**config.mk**
```make
export PLATFORM = sky130hd
export DESIGN_NAME = plirq_ctrl
export DESIGN_NICKNAME = d
export VERILOG_FILES = /design/src/rtl/plirq_pkg.sv /design/src/rtl/plirq_tick.sv /design/src/rtl/plirq_regs.sv /design/src/rtl/plirq_arbiter.sv /design/src/rtl/plirq_ctrl.sv
export SDC_FILE = /design/constraint.sdc
export NUM_CORES = 1
export LEC_CHECK = 0
export BUFFER_PORTS_ARGS = -buffer_cell sky130_fd_sc_hd__buf_4
export CAP_MARGIN = 20
export CORE_ASPECT_RATIO = 1.5
export CORE_MARGIN = 2
export CORE_UTILIZATION = 52
export DETAILED_ROUTE_END_ITERATION = 12
export PLACE_DENSITY = 0.7
export REMOVE_ABC_BUFFERS = 1
export SLEW_MARGIN = 20
export SYNTH_ARGS = -nofsm -noshare
export SYNTH_HDL_FRONTEND = slang
export SYNTH_SLANG_ARGS = --single-unit
export TNS_END_PERCENT = 10
```
**constraint.sdc**
```tcl
create_clock -name clk -period 34.2 [get_ports clk]
set_clock_uncertainty 0.05 [all_clocks]
set_input_delay 0 -clock clk [delete_from_list [all_inputs] [get_ports clk]]
set_output_delay 0 -clock clk [all_outputs]
set_load 0.01 [all_outputs]
```
**src/rtl/plirq_pkg.sv**
```systemverilog
package plirq_pkg;

    localparam int ADDR_W   = 10;
    localparam int DATA_W   = 8;
    localparam int LVL_W    = 3;
    localparam int NUM_SRC  = 16;
    localparam int TICK_SRC = 10;

    localparam logic [ADDR_W-1:0] OFF_STATUS  = 10'h200;
    localparam logic [ADDR_W-1:0] OFF_PEND_HI = 10'h202;
    localparam logic [ADDR_W-1:0] OFF_PEND_LO = 10'h203;
    localparam logic [ADDR_W-1:0] OFF_ACK     = 10'h207;

    typedef enum logic [2:0] {
        REG_NONE,
        REG_LEVEL,
        REG_STATUS,
        REG_PEND_HI,
        REG_PEND_LO,
        REG_ACK
    } reg_kind_e;

    typedef struct packed {
        logic              wr;
        logic              rd;
        logic [ADDR_W-1:0] addr;
        logic [DATA_W-1:0] data;
    } bus_req_t;

    function automatic reg_kind_e reg_decode(input logic [ADDR_W-1:0] a);
        if (a < ADDR_W'(NUM_SRC))  return REG_LEVEL;
        if (a == OFF_STATUS)       return REG_STATUS;
        if (a == OFF_PEND_HI)      return REG_PEND_HI;
        if (a == OFF_PEND_LO)      return REG_PEND_LO;
        if (a == OFF_ACK)          return REG_ACK;
        return REG_NONE;
    endfunction

endpackage

```
**src/rtl/plirq_tick.sv**
```systemverilog
module plirq_tick #(
    parameter int DIV = 260469
) (
    input  logic clk,
    input  logic rst,
    output logic tick_o
);
    localparam int CNT_W = (DIV > 1) ? $clog2(DIV) : 1;
    localparam logic [CNT_W-1:0] LAST = CNT_W'(DIV - 1);

    logic [CNT_W-1:0] cnt_q;
    logic             tick_q;

    always_ff @(posedge clk) begin
        if (rst) begin
            cnt_q  <= '0;
            tick_q <= 1'b0;
        end else if (cnt_q == LAST) begin
            cnt_q  <= '0;
            tick_q <= 1'b1;
        end else begin
            cnt_q  <= cnt_q + 1'b1;
            tick_q <= 1'b0;
        end
    end

    assign tick_o = tick_q;

    AST_TICK_SINGLE: assert property (@(posedge clk) disable iff (rst)
        tick_q |=> !tick_q);

endmodule

```
**src/rtl/plirq_regs.sv**
```systemverilog
module plirq_regs
    import plirq_pkg::*;
#(
    parameter int N_SRC = NUM_SRC,
    parameter int LW    = LVL_W
) (
    input  logic                      clk,
    input  logic                      rst,
    input  bus_req_t                  req_i,
    input  logic [N_SRC-1:0]          src_i,
    input  logic                      tick_i,
    input  logic [LW-1:0]             ipl_i,
    output logic [N_SRC-1:0]          pend_o,
    output logic [N_SRC-1:0][LW-1:0]  lvl_o,
    output logic [DATA_W-1:0]         rdata_o
);
    localparam int IDX_W = $clog2(N_SRC);

    reg_kind_e                       kind;
    logic [IDX_W-1:0]                idx;
    logic                            ack;
    logic [N_SRC-1:0][DATA_W-1:0]    lvl_q;
    logic [N_SRC-1:0]                pend_w;
    logic [DATA_W-1:0]               rd_mux;
    logic [DATA_W-1:0]               rd_q;

    assign kind = reg_decode(req_i.addr);
    assign idx  = req_i.addr[IDX_W-1:0];
    assign ack  = req_i.wr && (kind == REG_ACK);

    always_ff @(posedge clk) begin
        if (rst) begin
            lvl_q <= '0;
        end else if (req_i.wr && kind == REG_LEVEL) begin
            lvl_q[idx] <= req_i.data;
        end
    end

    for (genvar i = 0; i < N_SRC; i++) begin : g_src
        logic pend_q;
        if (i == TICK_SRC) begin : g_edge
            logic src_d;
            always_ff @(posedge clk) begin
                if (rst) begin
                    src_d  <= 1'b0;
                    pend_q <= 1'b0;
                end else begin
                    src_d <= src_i[i];
                    if (tick_i || (src_i[i] && !src_d))
                        pend_q <= 1'b1;
                    else if (ack || (!src_i[i] && src_d))
                        pend_q <= 1'b0;
                end
            end
        end else begin : g_level
            always_ff @(posedge clk) begin
                if (rst) pend_q <= 1'b0;
                else     pend_q <= src_i[i];
            end
        end
        assign pend_w[i] = pend_q;
        assign lvl_o[i]  = lvl_q[i][LW-1:0];
    end

    always_comb begin
        case (kind)
            REG_LEVEL:   rd_mux = lvl_q[idx];
            REG_STATUS:  rd_mux = {(ipl_i != '0), {(DATA_W-1){1'b0}}};
            REG_PEND_HI: rd_mux = pend_w[2*DATA_W-1:DATA_W];
            REG_PEND_LO: rd_mux = pend_w[DATA_W-1:0];
            default:     rd_mux = '0;
        endcase
    end

    always_ff @(posedge clk) begin
        if (rst)           rd_q <= '0;
        else if (req_i.rd) rd_q <= rd_mux;
    end

    assign pend_o  = pend_w;
    assign rdata_o = rd_q;

    AST_LEVEL_STORE: assert property (@(posedge clk) disable iff (rst)
        (req_i.wr && kind == REG_LEVEL) |=> lvl_q[$past(idx)] == $past(req_i.data));
    AST_PEND_FOLLOW: assert property (@(posedge clk) disable iff (rst)
        src_i[0] |=> pend_w[0]);
    AST_ACK_CLEARS: assert property (@(posedge clk) disable iff (rst)
        (ack && !tick_i && !src_i[TICK_SRC]) |=> !pend_w[TICK_SRC]);
    AST_TICK_SETS: assert property (@(posedge clk) disable iff (rst)
        tick_i |=> pend_w[TICK_SRC]);
    AST_READ_HOLD: assert property (@(posedge clk) disable iff (rst)
        !req_i.rd |=> $stable(rd_q));

endmodule

```
**src/rtl/plirq_arbiter.sv**
```systemverilog
module plirq_arbiter #(
    parameter int N_SRC = 16,
    parameter int LW    = 3
) (
    input  logic                     clk,
    input  logic                     rst,
    input  logic [N_SRC-1:0]         pend_i,
    input  logic [N_SRC-1:0][LW-1:0] lvl_i,
    output logic [LW-1:0]            ipl_o
);
    logic [LW-1:0] best;
    logic [LW-1:0] ipl_q;

    always_comb begin
        best = '0;
        for (int i = 0; i < N_SRC; i++) begin
            if (pend_i[i] && (lvl_i[i] > best))
                best = lvl_i[i];
        end
    end

    always_ff @(posedge clk) begin
        if (rst) ipl_q <= '0;
        else     ipl_q <= best;
    end

    assign ipl_o = ipl_q;

    AST_IPL_IDLE: assert property (@(posedge clk) disable iff (rst)
        (pend_i == '0) |=> (ipl_q == '0));
    AST_IPL_COVERS: assert property (@(posedge clk) disable iff (rst)
        pend_i[0] |=> (ipl_q >= $past(lvl_i[0])));

endmodule

```
**src/rtl/plirq_ctrl.sv**
```systemverilog
module plirq_ctrl
    import plirq_pkg::*;
#(
    parameter int TICK_DIV = 260469
) (
    input  logic                clk,
    input  logic                rst,
    input  logic [NUM_SRC-1:0]  src_i,
    input  logic                bus_wr,
    input  logic                bus_rd,
    input  logic [ADDR_W-1:0]   bus_addr,
    input  logic [DATA_W-1:0]   bus_wdata,
    output logic [DATA_W-1:0]   bus_rdata,
    output logic [LVL_W-1:0]    ipl_o,
    output logic                tick_n_o
);
    bus_req_t                        req;
    logic                            tick;
    logic [NUM_SRC-1:0]              pend;
    logic [NUM_SRC-1:0][LVL_W-1:0]   lvl;
    logic [LVL_W-1:0]                ipl;

    assign req = '{wr: bus_wr, rd: bus_rd, addr: bus_addr, data: bus_wdata};

    plirq_tick #(.DIV(TICK_DIV)) u_tick (
        .clk    (clk),
        .rst    (rst),
        .tick_o (tick)
    );

    plirq_regs #(.N_SRC(NUM_SRC), .LW(LVL_W)) u_regs (
        .clk     (clk),
        .rst     (rst),
        .req_i   (req),
        .src_i   (src_i),
        .tick_i  (tick),
        .ipl_i   (ipl),
        .pend_o  (pend),
        .lvl_o   (lvl),
        .rdata_o (bus_rdata)
    );

    plirq_arbiter #(.N_SRC(NUM_SRC), .LW(LVL_W)) u_arb (
        .clk    (clk),
        .rst    (rst),
        .pend_i (pend),
        .lvl_i  (lvl),
        .ipl_o  (ipl)
    );

    assign ipl_o    = ipl;
    assign tick_n_o = ~tick;

    AST_STROBE_WIDTH: assert property (@(posedge clk) disable iff (rst)
        !tick_n_o |=> tick_n_o);

endmodule

```
==> impl_metrics.xml <==
<?xml version="1.0" encoding="UTF-8"?>
<metrics>
  <group name="synthesis">
    <metric name="synthesis.instances" unit="">1001</metric>
    <metric name="synthesis.area" unit="um2">9200</metric>
    <metric name="number_of_flops_mapped_to_enable_cells_by_yosys" unit="">0</metric>
    <metric name="yosys_warnings" unit="">0</metric>
    <metric name="yosys_register_bits" unit="">175</metric>
    <metric name="synthesis.area_per_instance" unit="um2">9.19</metric>
    <metric name="async_flop_share" unit="">0</metric>
    <metric name="ys_dominant_reg_cell" unit="">sky130_fd_sc_hd__dfxtp_1</metric>
    <metric name="synth.yosys.seq_area_share" unit="">0.381</metric>
    <metric name="ys_types" unit="">75</metric>
  </group>
  <group name="floorplanning">
    <metric name="coreArea" unit="um2">17300</metric>
    <metric name="fp.dieW" unit="um">113</metric>
    <metric name="num_rows" unit="">59</metric>
    <metric name="pin_count" unit="">50</metric>
    <metric name="design.die.area" unit="um2">18800</metric>
    <metric name="die_height" unit="um">167</metric>
    <metric name="initial_utilization" unit="">0.530</metric>
  </group>
  <group name="global_route">
    <metric name="grt_max_degree" unit="">82</metric>
    <metric name="grt_antenna_before_repair" unit="">0</metric>
    <metric name="grt_util_all_layers" unit="">0.258</metric>
    <metric name="via_count_of_the_first_global_routing_pass" unit="">7337</metric>
    <metric name="grt-ovfl-total" unit="">0</metric>
    <metric name="first_pass_grt_wire_length" unit="um">38100</metric>
  </group>
  <group name="detailed_routing">
    <metric name="wire_per_inst" unit="um">18.9</metric>
    <metric name="route.vias.total" unit="">7667</metric>
    <metric name="drt-pass1-iter-count" unit="">5</metric>
    <metric name="post-route-drc-count" unit="">0</metric>
    <metric name="drt.antenna.violating_nets" unit="">0</metric>
    <metric name="postRouteWirelength" unit="um">24100</metric>
    <metric name="post_drt_via_cell_ratio" unit="">6.03</metric>
    <metric name="drt_iter0_markers" unit="">488</metric>
  </group>
  <group name="critical_path">
    <metric name="timing.setup.critical_path_class" unit="">flop to flop</metric>
    <metric name="path_max_fanout" unit="">8</metric>
    <metric name="setup.worst_path.end_class" unit="">flop</metric>
    <metric name="reg2reg_setup_slack" unit="ps">16000</metric>
    <metric name="rr_endpoint" unit="">u_arb.ipl_o[0]</metric>
    <metric name="worstPathRequired" unit="ps">34530</metric>
    <metric name="worst_path_most_repeated_cell" unit="">sky130_fd_sc_hd__ha_1</metric>
    <metric name="critical-path-slowest-cell" unit="">sky130_fd_sc_hd__or3b_2</metric>
    <metric name="worstReg2RegStart" unit="">u_regs.g_src[0].pend_q</metric>
    <metric name="worst_reg_to_reg_cells" unit="">95</metric>
    <metric name="timing.critical_path.from_type" unit="">flop</metric>
    <metric name="timing.critical_path.arrival" unit="ps">18530</metric>
    <metric name="critical-path-max-stage-delay" unit="ps">480</metric>
  </group>
  <group name="timing">
    <metric name="fin_worst_hold_slack" unit="ps">71.5</metric>
    <metric name="worstMarginPinSlew" unit="ps">1070</metric>
    <metric name="setup-violations-final" unit="">0</metric>
    <metric name="final_critical_delay_including_setup_and_external_delays" unit="ps">18200</metric>
    <metric name="timing.final.max_slew_violations" unit="">0</metric>
    <metric name="timing.slew.headroom" unit="">0.278</metric>
    <metric name="final.setup.tns" unit="ps">0</metric>
    <metric name="final.period_utilization" unit="">0.532</metric>
    <metric name="rsz0062_at_grt" unit="">false</metric>
    <metric name="max_freq" unit="MHz">54.9</metric>
    <metric name="timing_hold_violations_final" unit="">0</metric>
  </group>
  <group name="layout">
    <metric name="antenna_cells_inserted" unit="">0</metric>
    <metric name="postLayoutCoreUtil" unit="">0.607</metric>
    <metric name="layout.nets" unit="">1107</metric>
    <metric name="fillCellCount" unit="">1483</metric>
    <metric name="synthToLayoutAreaGrowth" unit="%">14.4</metric>
    <metric name="finish.cell_count_without_fillers" unit="">1272</metric>
    <metric name="drive_above_1_share" unit="">0.140</metric>
    <metric name="fin_area" unit="um2">10500</metric>
  </group>
  <group name="clock_tree">
    <metric name="clock_path_buffers" unit="">2</metric>
    <metric name="tritoncts_clock_tree" unit="">done</metric>
    <metric name="cts.root.buffer_cell" unit="">sky130_fd_sc_hd__clkbuf_16</metric>
    <metric name="htreeDepth" unit="">4</metric>
    <metric name="clock_sinks" unit="">175</metric>
    <metric name="cts_inserted_buffers" unit="">17</metric>
    <metric name="cts.clk_slew.worst_paths" unit="ps">70</metric>
    <metric name="clk_latency" unit="ps">440</metric>
    <metric name="postCtsSetupBuffers" unit="">0</metric>
  </group>
  <group name="place">
    <metric name="detailed_place.area" unit="um2">9660</metric>
    <metric name="detailed_place_hpwl" unit="um">16700</metric>
    <metric name="placement.io_buffers" unit="">49</metric>
    <metric name="dpl.cell_count" unit="">1215</metric>
    <metric name="gp_congestion" unit="">0.871</metric>
  </group>
  <group name="power">
    <metric name="power.static_leakage" unit="nW">4.64</metric>
    <metric name="ir_drop" unit="V">0.0000292</metric>
    <metric name="power.density_cell_area" unit="nW/um2">40.9</metric>
  </group>
  <group name="hold_path">
    <metric name="whs_path_depth" unit="">2</metric>
    <metric name="hold-path-endpoint" unit="">u_regs.lvl_q[63]</metric>
    <metric name="hp-start" unit="">rst</metric>
    <metric name="worst_hold_path_type" unit="">primary input to flop</metric>
  </group>
  <group name="status">
    <metric name="outcome" unit="">finished, final reports clean</metric>
  </group>
  <group name="run">
    <metric name="reported_max_cap_violation_count" unit="">0</metric>
  </group>
</metrics>
## cell usage in the layout, fill, tap and decap left out, types with 15 or more instances in the layout
| cell type | synthesis | final |
|---|---|---|
| sky130_fd_sc_hd__dlygate4sd3_1 | 0 | 25 |
| sky130_fd_sc_hd__mux2i_1 | 111 | 109 |
| sky130_fd_sc_hd__mux4_2 | 40 | 40 |
| sky130_fd_sc_hd__inv_1 | 34 | 34 |
| sky130_fd_sc_hd__o21ai_0 | 15 | 15 |
| sky130_fd_sc_hd__nand3_1 | 40 | 40 |
| sky130_fd_sc_hd__nor2_1 | 165 | 165 |
| sky130_fd_sc_hd__clkbuf_16 | 0 | 17 |
| sky130_fd_sc_hd__a211oi_1 | 18 | 18 |
| sky130_fd_sc_hd__buf_4 | 0 | 52 |
| sky130_fd_sc_hd__nor2b_1 | 24 | 24 |
| sky130_fd_sc_hd__dfxtp_1 | 175 | 175 |
| sky130_fd_sc_hd__nand2_1 | 94 | 94 |
| sky130_fd_sc_hd__a21oi_1 | 48 | 48 |
| sky130_fd_sc_hd__ha_1 | 23 | 23 |
## flip-flops by register name (all words and copies together) (netlist names)
| signal | count |
|---|---|
| u_regs.lvl_q | 80 |
| u_regs.lvl_o | 48 |
| u_tick.cnt_q | 18 |
| u_regs.g_src.pend_q | 16 |
| u_regs.rdata_o | 8 |
| u_arb.ipl_o | 3 |
| u_regs.g_src.g_edge.src_d | 1 |
| u_tick.tick_o | 1 |
## through the flow
stage | total power, mW | worst slack, ps
2_1_floorplan | 0.218 | 17710
3_3_place_gp | 0.234 | 16580
3_5_place_dp | 0.234 | 16140
4_1_cts | 0.433 | 16050
5_1_grt | 0.443 | 14420
6_report | 0.431 | 16000
## worst max path at each step
stage / slack, ps / end / from
finish: 16000 / u_arb.ipl_o[0] / u_regs.g_src[0].pend_q
global route: 14420 / u_arb.ipl_o[0] / u_regs.g_src[0].pend_q
CTS: 16050 / u_arb.ipl_o[0] / u_regs.g_src[0].pend_q
detailed placement: 16140 / u_arb.ipl_o[0] / u_regs.g_src[0].pend_q
global placement: 16580 / u_arb.ipl_o[0] / u_regs.g_src[0].pend_q
floorplan: 17710 / u_arb.ipl_o[0] / u_regs.g_src[0].pend_q
## area by class of cell
class                      count  area [um2]  area share
inverter                      34         128      0.0121
clock inverter                13         151      0.0144
tap                          213         267      0.0253
multi-input combinational    741        5380       0.511
timing repair buffer          77         641      0.0609
sequential                   175        3500       0.333
clock buffer                  19         453      0.0430
## kinds of logic (layout without fill, tap and decap cells)
| logic type | after synthesis | in the layout | synth area share |
|---|---|---|---|
| and+or+nand+nor | 391 | 391 | 0.192 |
| DFF | 175 | 175 | 0.381 |
| AOI/OAI and AO/OA | 156 | 156 | 0.121 |
| muxes | 153 | 153 | 0.222 |
| buffers and inverters | 85 | 143 | 0.0355 |
| adders and majority gates | 27 | 27 | 0.0358 |
| xor gates and xnor gates | 14 | 14 | 0.0133 |
## power breakdown
part | total, mW | switching [mW] | internal, mW
clock network | 0.199 | 0.0859 | 0.113
logic | 0.0230 | 0.0134 | 0.00961
registers | 0.208 | 0.00272 | 0.206
total | 0.431 | 0.102 | 0.328
## cells in the mapped netlist (11+ instances only)
| cell | count | area [um2] |
|---|---|---|
| sky130_fd_sc_hd__a211oi_1 | 18 | 135 |
| sky130_fd_sc_hd__a21oi_1 | 48 | 240 |
| sky130_fd_sc_hd__and2_1 | 11 | 68.8 |
| sky130_fd_sc_hd__and3_1 | 11 | 68.8 |
| sky130_fd_sc_hd__clkbuf_1 | 45 | 169 |
| sky130_fd_sc_hd__dfxtp_1 | 175 | 3500 |
| sky130_fd_sc_hd__ha_1 | 23 | 288 |
| sky130_fd_sc_hd__inv_1 | 34 | 128 |
| sky130_fd_sc_hd__mux2i_1 | 111 | 1110 |
| sky130_fd_sc_hd__mux4_2 | 40 | 901 |
| sky130_fd_sc_hd__nand2_1 | 94 | 353 |
| sky130_fd_sc_hd__nand3_1 | 40 | 200 |
| sky130_fd_sc_hd__nor2_1 | 165 | 619 |
| sky130_fd_sc_hd__nor2b_1 | 24 | 150 |
| sky130_fd_sc_hd__o21ai_0 | 15 | 75.1 |
## critical path, delay by kind of cell, from the launching register on
family | cells | cell delay, ps
fa+ha+maj | 18 | 4850
buf+inv | 1 | 60
mux | 3 | 960
compound gates | 38 | 7160
flops | 1 | 420
simple gates | 35 | 4620
## routing by layer
metal | share of wire | GRT usage | wire [um] | up-vias
met4 | 0.040 | 0.128 | 962 | 0
met5 | 0 | 0 | 0 | -
met3 | 0.048 | 0.0440 | 1150 | 62
met1 | 0.39 | 0.299 | 9480 | 3671
li1 | - | - | - | 3679
met2 | 0.52 | 0.452 | 12500 | 255
## repair_timing
action                                 CTS  global route
endpoints found under the hold margin  152             0
hold buffers                            25             0
resized for setup                        0             0
Power figures use the tool's default switching activity.
